`src/rtl/cbp_pkg.sv`:
```
package cbp_pkg;
  localparam int COEF_W       = 12;
  localparam int BYTE_W       = 8;
  localparam int BYTES_IN_PAIR = 3;

  typedef enum logic [1:0] {
    S_IDLE  = 2'd0,
    S_PRIME = 2'd1,
    S_RUN   = 2'd2
  } seq_state_e;
endpackage

```
`src/rtl/cbp_seq.sv`:
```
// Polynomial / pair / byte walker and read scheduler.
module cbp_seq #(
  parameter int NPOLY  = 4,
  parameter int PAIRS  = 128,
  parameter int POLY_W = 2,
  parameter int PAIR_W = 7
) (
  input  logic              clk,
  input  logic              rst_n,
  input  logic              start,
  output logic              busy,
  output logic              done,
  output logic              rd_en,
  output logic              rd_hi,
  output logic [POLY_W-1:0] rd_poly,
  output logic [PAIR_W-1:0] rd_pair,
  output logic              wr_en,
  output logic [POLY_W-1:0] cur_poly,
  output logic [PAIR_W-1:0] cur_pair,
  output logic [1:0]        cur_byte
);
  import cbp_pkg::*;

  seq_state_e        st_q, st_d;
  logic [POLY_W-1:0] poly_q, poly_d;
  logic [PAIR_W-1:0] pair_q, pair_d;
  logic [1:0]        byte_q, byte_d;
  logic              done_q, done_d;
  logic              ce;
  logic              last_pair, last_poly;

  assign last_pair = (pair_q == PAIR_W'(PAIRS - 1));
  assign last_poly = (poly_q == POLY_W'(NPOLY - 1));
  assign ce        = (st_q != S_IDLE) || start;

  always_comb begin
    st_d    = st_q;
    poly_d  = poly_q;
    pair_d  = pair_q;
    byte_d  = byte_q;
    done_d  = 1'b0;
    rd_en   = 1'b0;
    rd_hi   = 1'b0;
    rd_poly = poly_q;
    rd_pair = pair_q;
    unique case (st_q)
      S_IDLE: begin
        if (start) begin
          st_d   = S_PRIME;
          poly_d = '0;
          pair_d = '0;
          byte_d = 2'd0;
        end
      end
      S_PRIME: begin
        // fetch the even coefficient of the very first pair
        rd_en = 1'b1;
        st_d  = S_RUN;
      end
      S_RUN: begin
        unique case (byte_q)
          2'd0: begin
            // odd coefficient of this pair
            rd_en  = 1'b1;
            rd_hi  = 1'b1;
            byte_d = 2'd1;
          end
          2'd1: begin
            byte_d = 2'd2;
          end
          2'd2: begin
            byte_d = 2'd0;
            if (last_pair && last_poly) begin
              st_d   = S_IDLE;
              done_d = 1'b1;
            end else begin
              if (last_pair) begin
                pair_d = '0;
                poly_d = poly_q + POLY_W'(1);
              end else begin
                pair_d = pair_q + PAIR_W'(1);
              end
              // even coefficient of the following pair
              rd_en   = 1'b1;
              rd_poly = poly_d;
              rd_pair = pair_d;
            end
          end
          default: begin
            byte_d = 2'd0;
            st_d   = S_IDLE;
          end
        endcase
      end
      default: st_d = S_IDLE;
    endcase
  end

  always_ff @(posedge clk or negedge rst_n) begin
    if (!rst_n) begin
      st_q   <= S_IDLE;
      poly_q <= '0;
      pair_q <= '0;
      byte_q <= 2'd0;
      done_q <= 1'b0;
    end else begin
      if (ce) begin
        st_q   <= st_d;
        poly_q <= poly_d;
        pair_q <= pair_d;
        byte_q <= byte_d;
      end
      done_q <= done_d;
    end
  end

  assign busy     = (st_q != S_IDLE);
  assign done     = done_q;
  assign wr_en    = (st_q == S_RUN);
  assign cur_poly = poly_q;
  assign cur_pair = pair_q;
  assign cur_byte = byte_q;
endmodule

```
`src/rtl/cbp_region_map.sv`:
```
// Splits a running polynomial number into region select and index.
module cbp_region_map #(
  parameter int HALF_POLYS = 2,
  parameter int POLY_W     = 2
) (
  input  logic [POLY_W-1:0] poly,
  output logic              hi,
  output logic [POLY_W-1:0] idx
);
  localparam logic [POLY_W-1:0] HALF_V = POLY_W'(HALF_POLYS);

  always_comb begin
    hi  = (poly >= HALF_V);
    idx = hi ? (poly - HALF_V) : poly;
  end
endmodule

```
`src/rtl/cbp_form.sv`:
```
// Byte formation: holds the parts of a pair that outlive the read data.
module cbp_form (
  input  logic        clk,
  input  logic        rst_n,
  input  logic        wr_en,
  input  logic [1:0]  byte_sel,
  input  logic [11:0] rd_data,
  output logic [7:0]  wr_data
);
  logic [3:0] c0_top_q;
  logic [7:0] c1_top_q;
  logic       cap_c0, cap_c1;

  assign cap_c0 = wr_en && (byte_sel == 2'd0);
  assign cap_c1 = wr_en && (byte_sel == 2'd1);

  always_ff @(posedge clk or negedge rst_n) begin
    if (!rst_n) begin
      c0_top_q <= '0;
      c1_top_q <= '0;
    end else begin
      if (cap_c0) c0_top_q <= rd_data[11:8];
      if (cap_c1) c1_top_q <= rd_data[11:4];
    end
  end

  always_comb begin
    unique case (byte_sel)
      2'd0:    wr_data = rd_data[7:0];
      2'd1:    wr_data = {rd_data[3:0], c0_top_q};
      default: wr_data = c1_top_q;
    endcase
  end
endmodule

```
`src/rtl/coef_byte_packer.sv`:
```
module coef_byte_packer #(
  parameter int HALF_POLYS = 2,
  parameter int COEFS      = 256
) (
  input  logic         clk,
  input  logic         rst_n,
  input  logic         start,
  output logic         busy,
  output logic         done,
  output logic         src_rd_en,
  output logic         src_rd_sel,
  output logic [$clog2(HALF_POLYS*COEFS)-1:0] src_rd_addr,
  input  logic [11:0]  src_rd_data,
  output logic         key_wr_en,
  output logic         key_wr_sel,
  output logic [$clog2(HALF_POLYS*(COEFS/2)*3)-1:0] key_wr_addr,
  output logic [7:0]   key_wr_data
);
  localparam int NPOLY  = 2 * HALF_POLYS;
  localparam int PAIRS  = COEFS / 2;
  localparam int PBYTES = PAIRS * cbp_pkg::BYTES_IN_PAIR;
  localparam int POLY_W = $clog2(NPOLY);
  localparam int PAIR_W = $clog2(PAIRS);
  localparam int RD_AW  = $clog2(HALF_POLYS * COEFS);
  localparam int WR_AW  = $clog2(HALF_POLYS * PBYTES);

  logic              rd_hi;
  logic [POLY_W-1:0] rd_poly, cur_poly, rd_idx, wr_idx;
  logic [PAIR_W-1:0] rd_pair, cur_pair;
  logic [1:0]        cur_byte;
  logic              wr_en_w;

  cbp_seq #(
    .NPOLY (NPOLY),
    .PAIRS (PAIRS),
    .POLY_W(POLY_W),
    .PAIR_W(PAIR_W)
  ) u_seq (
    .clk     (clk),
    .rst_n   (rst_n),
    .start   (start),
    .busy    (busy),
    .done    (done),
    .rd_en   (src_rd_en),
    .rd_hi   (rd_hi),
    .rd_poly (rd_poly),
    .rd_pair (rd_pair),
    .wr_en   (wr_en_w),
    .cur_poly(cur_poly),
    .cur_pair(cur_pair),
    .cur_byte(cur_byte)
  );

  cbp_region_map #(.HALF_POLYS(HALF_POLYS), .POLY_W(POLY_W)) u_rd_map (
    .poly(rd_poly),
    .hi  (src_rd_sel),
    .idx (rd_idx)
  );

  cbp_region_map #(.HALF_POLYS(HALF_POLYS), .POLY_W(POLY_W)) u_wr_map (
    .poly(cur_poly),
    .hi  (key_wr_sel),
    .idx (wr_idx)
  );

  always_comb begin
    src_rd_addr = RD_AW'(32'(rd_idx) * 32'(COEFS) + 32'({rd_pair, rd_hi}));
    key_wr_addr = WR_AW'(32'(wr_idx) * 32'(PBYTES)
                       + 32'(cur_pair) * 32'(cbp_pkg::BYTES_IN_PAIR)
                       + 32'(cur_byte));
  end

  cbp_form u_form (
    .clk     (clk),
    .rst_n   (rst_n),
    .wr_en   (wr_en_w),
    .byte_sel(cur_byte),
    .rd_data (src_rd_data),
    .wr_data (key_wr_data)
  );

  assign key_wr_en = wr_en_w;
endmodule

```
`config.mk`:
```
export PLATFORM = sky130hd
export DESIGN_NAME = coef_byte_packer
export DESIGN_NICKNAME = d
export VERILOG_FILES = /design/src/rtl/cbp_pkg.sv /design/src/rtl/cbp_seq.sv /design/src/rtl/cbp_region_map.sv /design/src/rtl/cbp_form.sv /design/src/rtl/coef_byte_packer.sv
export SDC_FILE = /design/constraint.sdc
export NUM_CORES = 1
export LEC_CHECK = 0
export CAP_MARGIN = 15
export CORE_ASPECT_RATIO = 0.6
export CORE_UTILIZATION = 52
export CTS_BUF_LIST = sky130_fd_sc_hd__clkbuf_8
export DETAILED_ROUTE_END_ITERATION = 8
export PLACE_DENSITY = 0.88
export SETUP_SLACK_MARGIN = 0.3
export SLEW_MARGIN = 5
export SYNTH_ARGS = -nofsm -noshare
export SYNTH_HDL_FRONTEND = slang
export SYNTH_SLANG_ARGS = --single-unit
```
`constraint.sdc`:
```
create_clock -name clk -period 3.5 [get_ports clk]
set_clock_uncertainty 0.05 [all_clocks]
set_input_delay 0.875 -clock clk [delete_from_list [all_inputs] [get_ports clk]]
set_output_delay 0.875 -clock clk [all_outputs]
set_load 0.02 [all_outputs]
```
# ---- Yosys cells after proc, flatten, opt, wreduce, memory -nomap -nowiden
# Index checks and enable logic that the tools add are counted.
dict set report word_totals {
  reg_bits 26
  output_inout_bits 33
}
dict set report classes {
  add_sub_neg 7
  mul 2
  n_lt_le_gt_ge 2
  n_eq_ne 9
  muxes 29
  n_reduce_logical 11
}
# operator n
set op_table {}
lappend op_table {{$mux 7} 5}
lappend op_table {{$mux 2} 8}
lappend op_table {{$pmux 2 s2} 4}
lappend op_table {{$pmux 8 s2} 1}
lappend op_table {{$pmux 7 s2} 1}
lappend op_table {{$add 10x2->10} 1}
lappend op_table {{$add 10x9->10} 1}
lappend op_table {{$add 9x8->9} 1}
lappend op_table {{$mul 7x2->9 const B} 1}
lappend op_table {{$add 7x1->7 const B} 1}
lappend op_table {{$eq 7x7->1 const B} 1}
lappend op_table {{$mux 1} 7}
lappend op_table {{$eq 2x2->1 const B} 3}
lappend op_table {{$pmux 2 s3} 1}
lappend op_table {{$eq 2x1->1 const B} 2}
lappend op_table {{$ge 2x2->1 const B} 2}
lappend op_table {{$logic_not 2->1} 2}
lappend op_table {{$ne 2x2->1 const B} 2}
lappend op_table {{$pmux 1 s2} 2}
lappend op_table {{$reduce_and 4->1} 1}
lappend op_table {{$reduce_bool 2->1} 2}
lappend op_table {{$logic_and 1x1->1} 3}
lappend op_table {{$mul 2x2->3 const B} 1}
lappend op_table {{$ne 3x3->1 const B} 1}
lappend op_table {{other kinds (6)} 6}

# ---- Logic depth before layout (Yosys ltp)
dict set report logic_depth {
  depth_word 8
  ltp_mapped 11
  depth_no_buf 11
}

# ---- By module
# From an unflattened synthesis, not the netlist that was laid out.
dict set report hier_totals {
  cells_unflattened 249
  hier_area_um2 2352.3
}
# module instances cells_each area_per_inst_um2 seq_area_each_um2
set modules_own_cells {}
lappend modules_own_cells {cbp_seq 1 131 1158.6 350.3}
lappend modules_own_cells {cbp_form 1 53 661.9 300.3}
lappend modules_own_cells {coef_byte_packer 1 57 486.7 0.0}
lappend modules_own_cells {cbp_region_map 2 4 22.5 0.0}

# ---- Least setup slack after synthesis
# OpenSTA, ideal clock, no wires.
dict set report synth_path {
  kind {reg2out}
  start {register u_seq.pair_q[0], in the netlist u_seq.cur_pair[0]}
  end {output port key_wr_addr[9]}
  arrival_time_ps 2441
  t_required_ps 2575
  setup_slack_ps 134
  stages_incl_launch_ff 12
  cell_sequence {dfrtp_1 inv_1 fa_1 inv_1 ha_1 inv_1 fa_1 nor2b_1 o31a_1 o211ai_1 nand2_1 xnor2_1}
}
dict set report synth_via {
  elab_chain_len 3
}
# item line
set synth_lines {}
lappend synth_lines {{start, declared} cbp_seq.sv:26} ;# logic [PAIR_W-1:0] pair_q, pair_d;
lappend synth_lines {{start signal, assigned} cbp_seq.sv:110} ;# pair_q <= pair_d;
lappend synth_lines {{$mul 7x2->9} coef_byte_packer.sv:69} ;# + 32'(cur_pair) * 32'(cbp_pkg::BYTES_IN_PAIR)
lappend synth_lines {{$add 10x9->10} coef_byte_packer.sv:69}
lappend synth_lines {{$add 10x2->10} coef_byte_packer.sv:70} ;# + 32'(cur_byte));
lappend synth_lines {{end, declared} coef_byte_packer.sv:16} ;# output logic [$clog2(HALF_POLYS*(COEFS/2)*3)-1:0] key_wr_addr,
# No other way between the ends.

# ---- Final worst setup path
dict set report layout_path {
  start {register u_seq.pair_q[1], in the netlist u_seq.cur_pair[1]}
  end {output port key_wr_addr[7]}
}
# Same word-level chain as after synthesis.

==> results by stage <==
Setup path:
- Walking the worst path, the cells encountered are inv_2 -> fa_2 -> inv_2 -> ha_4 -> inv_2 -> fa_2 -> nor2b_2 -> o31a_1 -> o21a_1 -> nor2_2 -> xnor2_2 -> buf_4.
- The endpoint of the lowest-slack register-to-register path is u_seq.cur_pair[3]$_DFFE_PN0P_.
- Following the worst setup path forward leads to its endpoint at key_wr_addr[7].
- Data on the critical path arrives at its endpoint at 2.67 ns.
- The required time reported for the critical path endpoint is 2.57 ns.
- The cell at the slowest stage of the critical path is sky130_fd_sc_hd__fa_2.
- The worst reg-to-reg setup slack is 1.34 ns.
- The sort of element at the start of the critical path is a flip-flop.
- The cell with the most instances on the worst path is sky130_fd_sc_hd__inv_2.
- The cell depth of the worst flop-to-flop path is 9.
- Along the worst path, the maximum fanout reaches 3.
- STA classifies the critical path endpoint as an output pin.
- Tracing the worst setup path back leads to its startpoint at u_seq.cur_pair[1]$_DFFE_PN0P_.
- The critical register-to-register path startpoint is u_seq.cur_pair[0]$_DFFE_PN0P_.
- On the worst path, the slowest cell contributes a delay of 0.57 ns.
- The classification of the worst setup path is reg -> out.

Route:
- The wire length after detailed routing is 5750 µm.
- Using the TritonRoute via totals, the vias-per-cell ratio works out to 5.80.
- The final routed DRC violation total is 0.
- After detailed routing, the average wire length per cell comes to 17.1 µm.
- For this block, the via count after detailed routing is 1954.
- The DRC marker count from the first detailed-route iteration is 155.
- The count of TritonRoute iterations in the first routing pass is 4.
- The remaining antenna violation count after routing is 0.

Global routing:
- Global routing used 27.2% of the available tracks.
- Entering global routing, the biggest net connects 27 pins.
- The number of antenna violations at the first check in global routing is 0.
- The first global-routing pass estimated 8370 µm of wire.
- The via count of the first global-routing pass is 1773.
- The total global routing overflow is 0.

Floorplanning:
- The initial utilization of the core area, before any placement, comes to 54.7%.
- The height of the chip is 50.3 µm.
- The die extent in x is 82.6 µm.
- The floorplan has 17 rows.
- The core outline area is 3700 µm².
- The die area is 4160 µm².
- For this design the top-level I/O count stands at 48.

Yosys:
- The number of library cell types mapped by synthesis is 45.
- The commonest cells after synthesis are sky130_fd_sc_hd__dfrtp_1, sky130_fd_sc_hd__nand2_1, sky130_fd_sc_hd__ha_1.
- The share of Yosys cell area claimed by the top area cell type is 32.1%.
- The number of standard cells after synthesis is 224.
- Yosys attributes the largest share of cell area to sky130_fd_sc_hd__dfrtp_1, sky130_fd_sc_hd__ha_1, sky130_fd_sc_hd__mux2_2.
- Synthesis inferred 26 register bits.
- The Yosys warning count is 0.
- The most used flip-flop cell after synthesis is sky130_fd_sc_hd__dfrtp_1.
- The post-synth net total is 262.
- The most instantiated library cell after synthesis is sky130_fd_sc_hd__dfrtp_1.
- The share of flip-flops with an asynchronous set or reset after synthesis is 100%.
- After synthesis, flip-flops and latches occupy 32.1% of the total area.
- The largest area contributor in the netlist is sky130_fd_sc_hd__dfrtp_1.
- The mean cell area of the mapped netlist is 9.04 µm².
- Yosys mapped a number of flops with a built-in enable equal to 0.
- In this run the cell area of the synthesized design comes to 2030 µm².

Timing:
- The final cycle utilization of the critical path is 103%.
- The count of pins over their slew limit came to 0.
- The final setup slack of the worst path is -0.0964 ns.
- The transition time at the pin with the least slew margin is 0.560 ns.
- The shortest clock period the worst path allows after layout is 3.60 ns.
- The worst-case headroom to the max-slew limit is 62.3%.
- Setup violations remaining at the end of the flow were counted as 2.
- The total count of hold-check failures in the final report is 0.
- Based on the critical path, the design can be clocked at up to 278 MHz.
- Setup repair after global routing could not meet its margin everywhere.

Power and ir drop:
- Power comes to 659 µW.
- The reported leakage power is 1.40 nW.
- Across the VDD grid, the largest voltage drop is 0.000169 V.
- Power spread over the standard cell area amounts to 230 nW/µm².

Finish:
- The final antenna diode count is 0.
- The final layout contains 329 nets.
- Of the cells placed in the final design, the portion with a size suffix greater than 1 is 30.0%.
- Cells fill 77.4% of the core in the end.
- The fill cell instance count of the final layout is 246.
- The growth of design area from synthesis to finish is 41.4%.
- The area of the multi-input gates is 1410 µm².
- The register area is 654 µm².

Clock tree:
- The insertion delay of the later-clocked pin in the worst-skew pair is 0.28 ns.
- The maximum level of the CTS H-tree is 1.
- Clock-pin slew was measured on the worst setup and hold paths at 0.09 ns.
- The cell at the root of the clock tree is sky130_fd_sc_hd__clkbuf_8.
- Clock tree synthesis found a total of 26 sinks.
- TritonCTS built the clock tree.
- In this run, CTS created clock tree buffers numbering 3.
- Counting along the longest clock path gives a buffer depth of 2.

Worst hold path:
- The min-delay analysis places its worst path in the category reg -> reg.

Placed design:
- Routability-driven placement finished with a final weighted congestion of 0.839.
- The number of I/O port buffers is 47.
- Once detailed placement completed, the half-perimeter wirelength came to 3830 µm.

Status:
- The flow ran to the end, but the final reports show violations.
- The final reports fail on negative setup slack.

Job:
- Across the run, the number of max-cap violations was 0.
==> sequential cells by signal, summed over array words and instances (netlist names) <==
register / flops
u_form.c1_top_q: 8
u_seq.cur_byte: 2
u_form.c0_top_q: 4
u_seq.cur_poly: 2
u_seq.cur_pair: 7
u_seq.done: 1
u_seq.st_q: 2
==> worst min path at each step <==
stage	start	end	slack [ns]	cells past startpoint
6_report	u_form.c1_top_q[5]$_DFFE_PN0P_	u_form.c1_top_q[5]$_DFFE_PN0P_	0.46	1
5_1_grt	u_form.c1_top_q[7]$_DFFE_PN0P_	u_form.c1_top_q[7]$_DFFE_PN0P_	0.47	1
4_1_cts	u_form.c1_top_q[1]$_DFFE_PN0P_	u_form.c1_top_q[1]$_DFFE_PN0P_	0.47	1
3_5_place_dp	u_form.c1_top_q[1]$_DFFE_PN0P_	u_form.c1_top_q[1]$_DFFE_PN0P_	0.44	1
3_3_place_gp	u_form.c1_top_q[6]$_DFFE_PN0P_	u_form.c1_top_q[6]$_DFFE_PN0P_	0.44	1
2_1_floorplan	u_form.c1_top_q[0]$_DFFE_PN0P_	u_form.c1_top_q[0]$_DFFE_PN0P_	0.43	1
==> area by class of cell <==
type | count | area share, %
well taps | 47 | 2.05
clock inverters | 1 | 1.05
inverters | 16 | 2.10
flip-flops and latches | 26 | 22.8
repair buffers | 69 | 21.3
clock buffers | 3 | 1.44
multi-input cells | 175 | 49.2
==> cell families after synthesis <==
family | synth area share [%]
buf+inv | 4.69
xor+xnor | 3.03
compound gates | 17.7
mux | 12.2
fa+ha+maj | 14.9
simple gates | 15.4
flops | 32.1
==> worst max-delay path: cells and delay by family, from the launching register on <==
kind	cells	cell delay, ns
AO/OA/AOI/OAI	2	0.49
AND/OR/NAND/NOR	2	0.17
adder cells (fa/ha/maj)	3	0.92
flip-flops	1	0.38
XOR/XNOR	1	0.13
buffers and inverters	4	0.31
==> per-layer routing <==
metal | global-route usage [%] | part of all wire [%] | up-vias
li1 | - | - | 929
met1 | 39.7 | 47 | 934
met2 | 42.1 | 46 | 77
met3 | 5.27 | 5.7 | 14
met4 | 4.89 | 1.9 | 0
met5 | 0 | 0 | -
==> power breakdown <==
| group | internal, mW | switching, mW | leakage [nW] | total [mW] |
|---|---|---|---|---|
| combinational | 0.0457 | 0.0441 | 1.05 | 0.0898 |
| sequential | 0.309 | 0.00794 | 0.311 | 0.317 |
| clock | 0.153 | 0.0989 | 0.0357 | 0.252 |
==> per-stage QoR <==
step	cells	TNS, ns	setup slack [ns]	hold WS [ns]	area, µm²
floorplan	224	0	0.275	0.430	2050
global placement	326	-0.440	-0.232	0.439	2650
global route	337	-0.437	-0.195	0.474	2870
finish	337	-0.157	-0.0964	0.462	2870
CTS	333	-0.0266	-0.0171	0.466	2740
detailed placement	326	-0.579	-0.303	0.444	2650
==> placed cells by master, fill, tap and decap left out, types with 7 or more instances in the layout <==
cell type,count
sky130_fd_sc_hd__a21oi_1,13
sky130_fd_sc_hd__mux2_2,13
sky130_fd_sc_hd__clkdlybuf4s50_1,22
sky130_fd_sc_hd__nand2_1,23
sky130_fd_sc_hd__ha_1,14
sky130_fd_sc_hd__o21ai_0,18
sky130_fd_sc_hd__buf_4,24
sky130_fd_sc_hd__mux2i_1,10
sky130_fd_sc_hd__nor2_1,12
sky130_fd_sc_hd__dfrtp_1,23
sky130_fd_sc_hd__nand3_1,7
sky130_fd_sc_hd__inv_1,12
==> timing repair <==
item	in CTS	in global routing
setup buffers	3	4
endpoints found under the setup margin	20	20
pin swaps	4	6
gates resized for setup	56	46
hold buffers	0	0
Note: power is estimated with default switching activity, not from simulation.
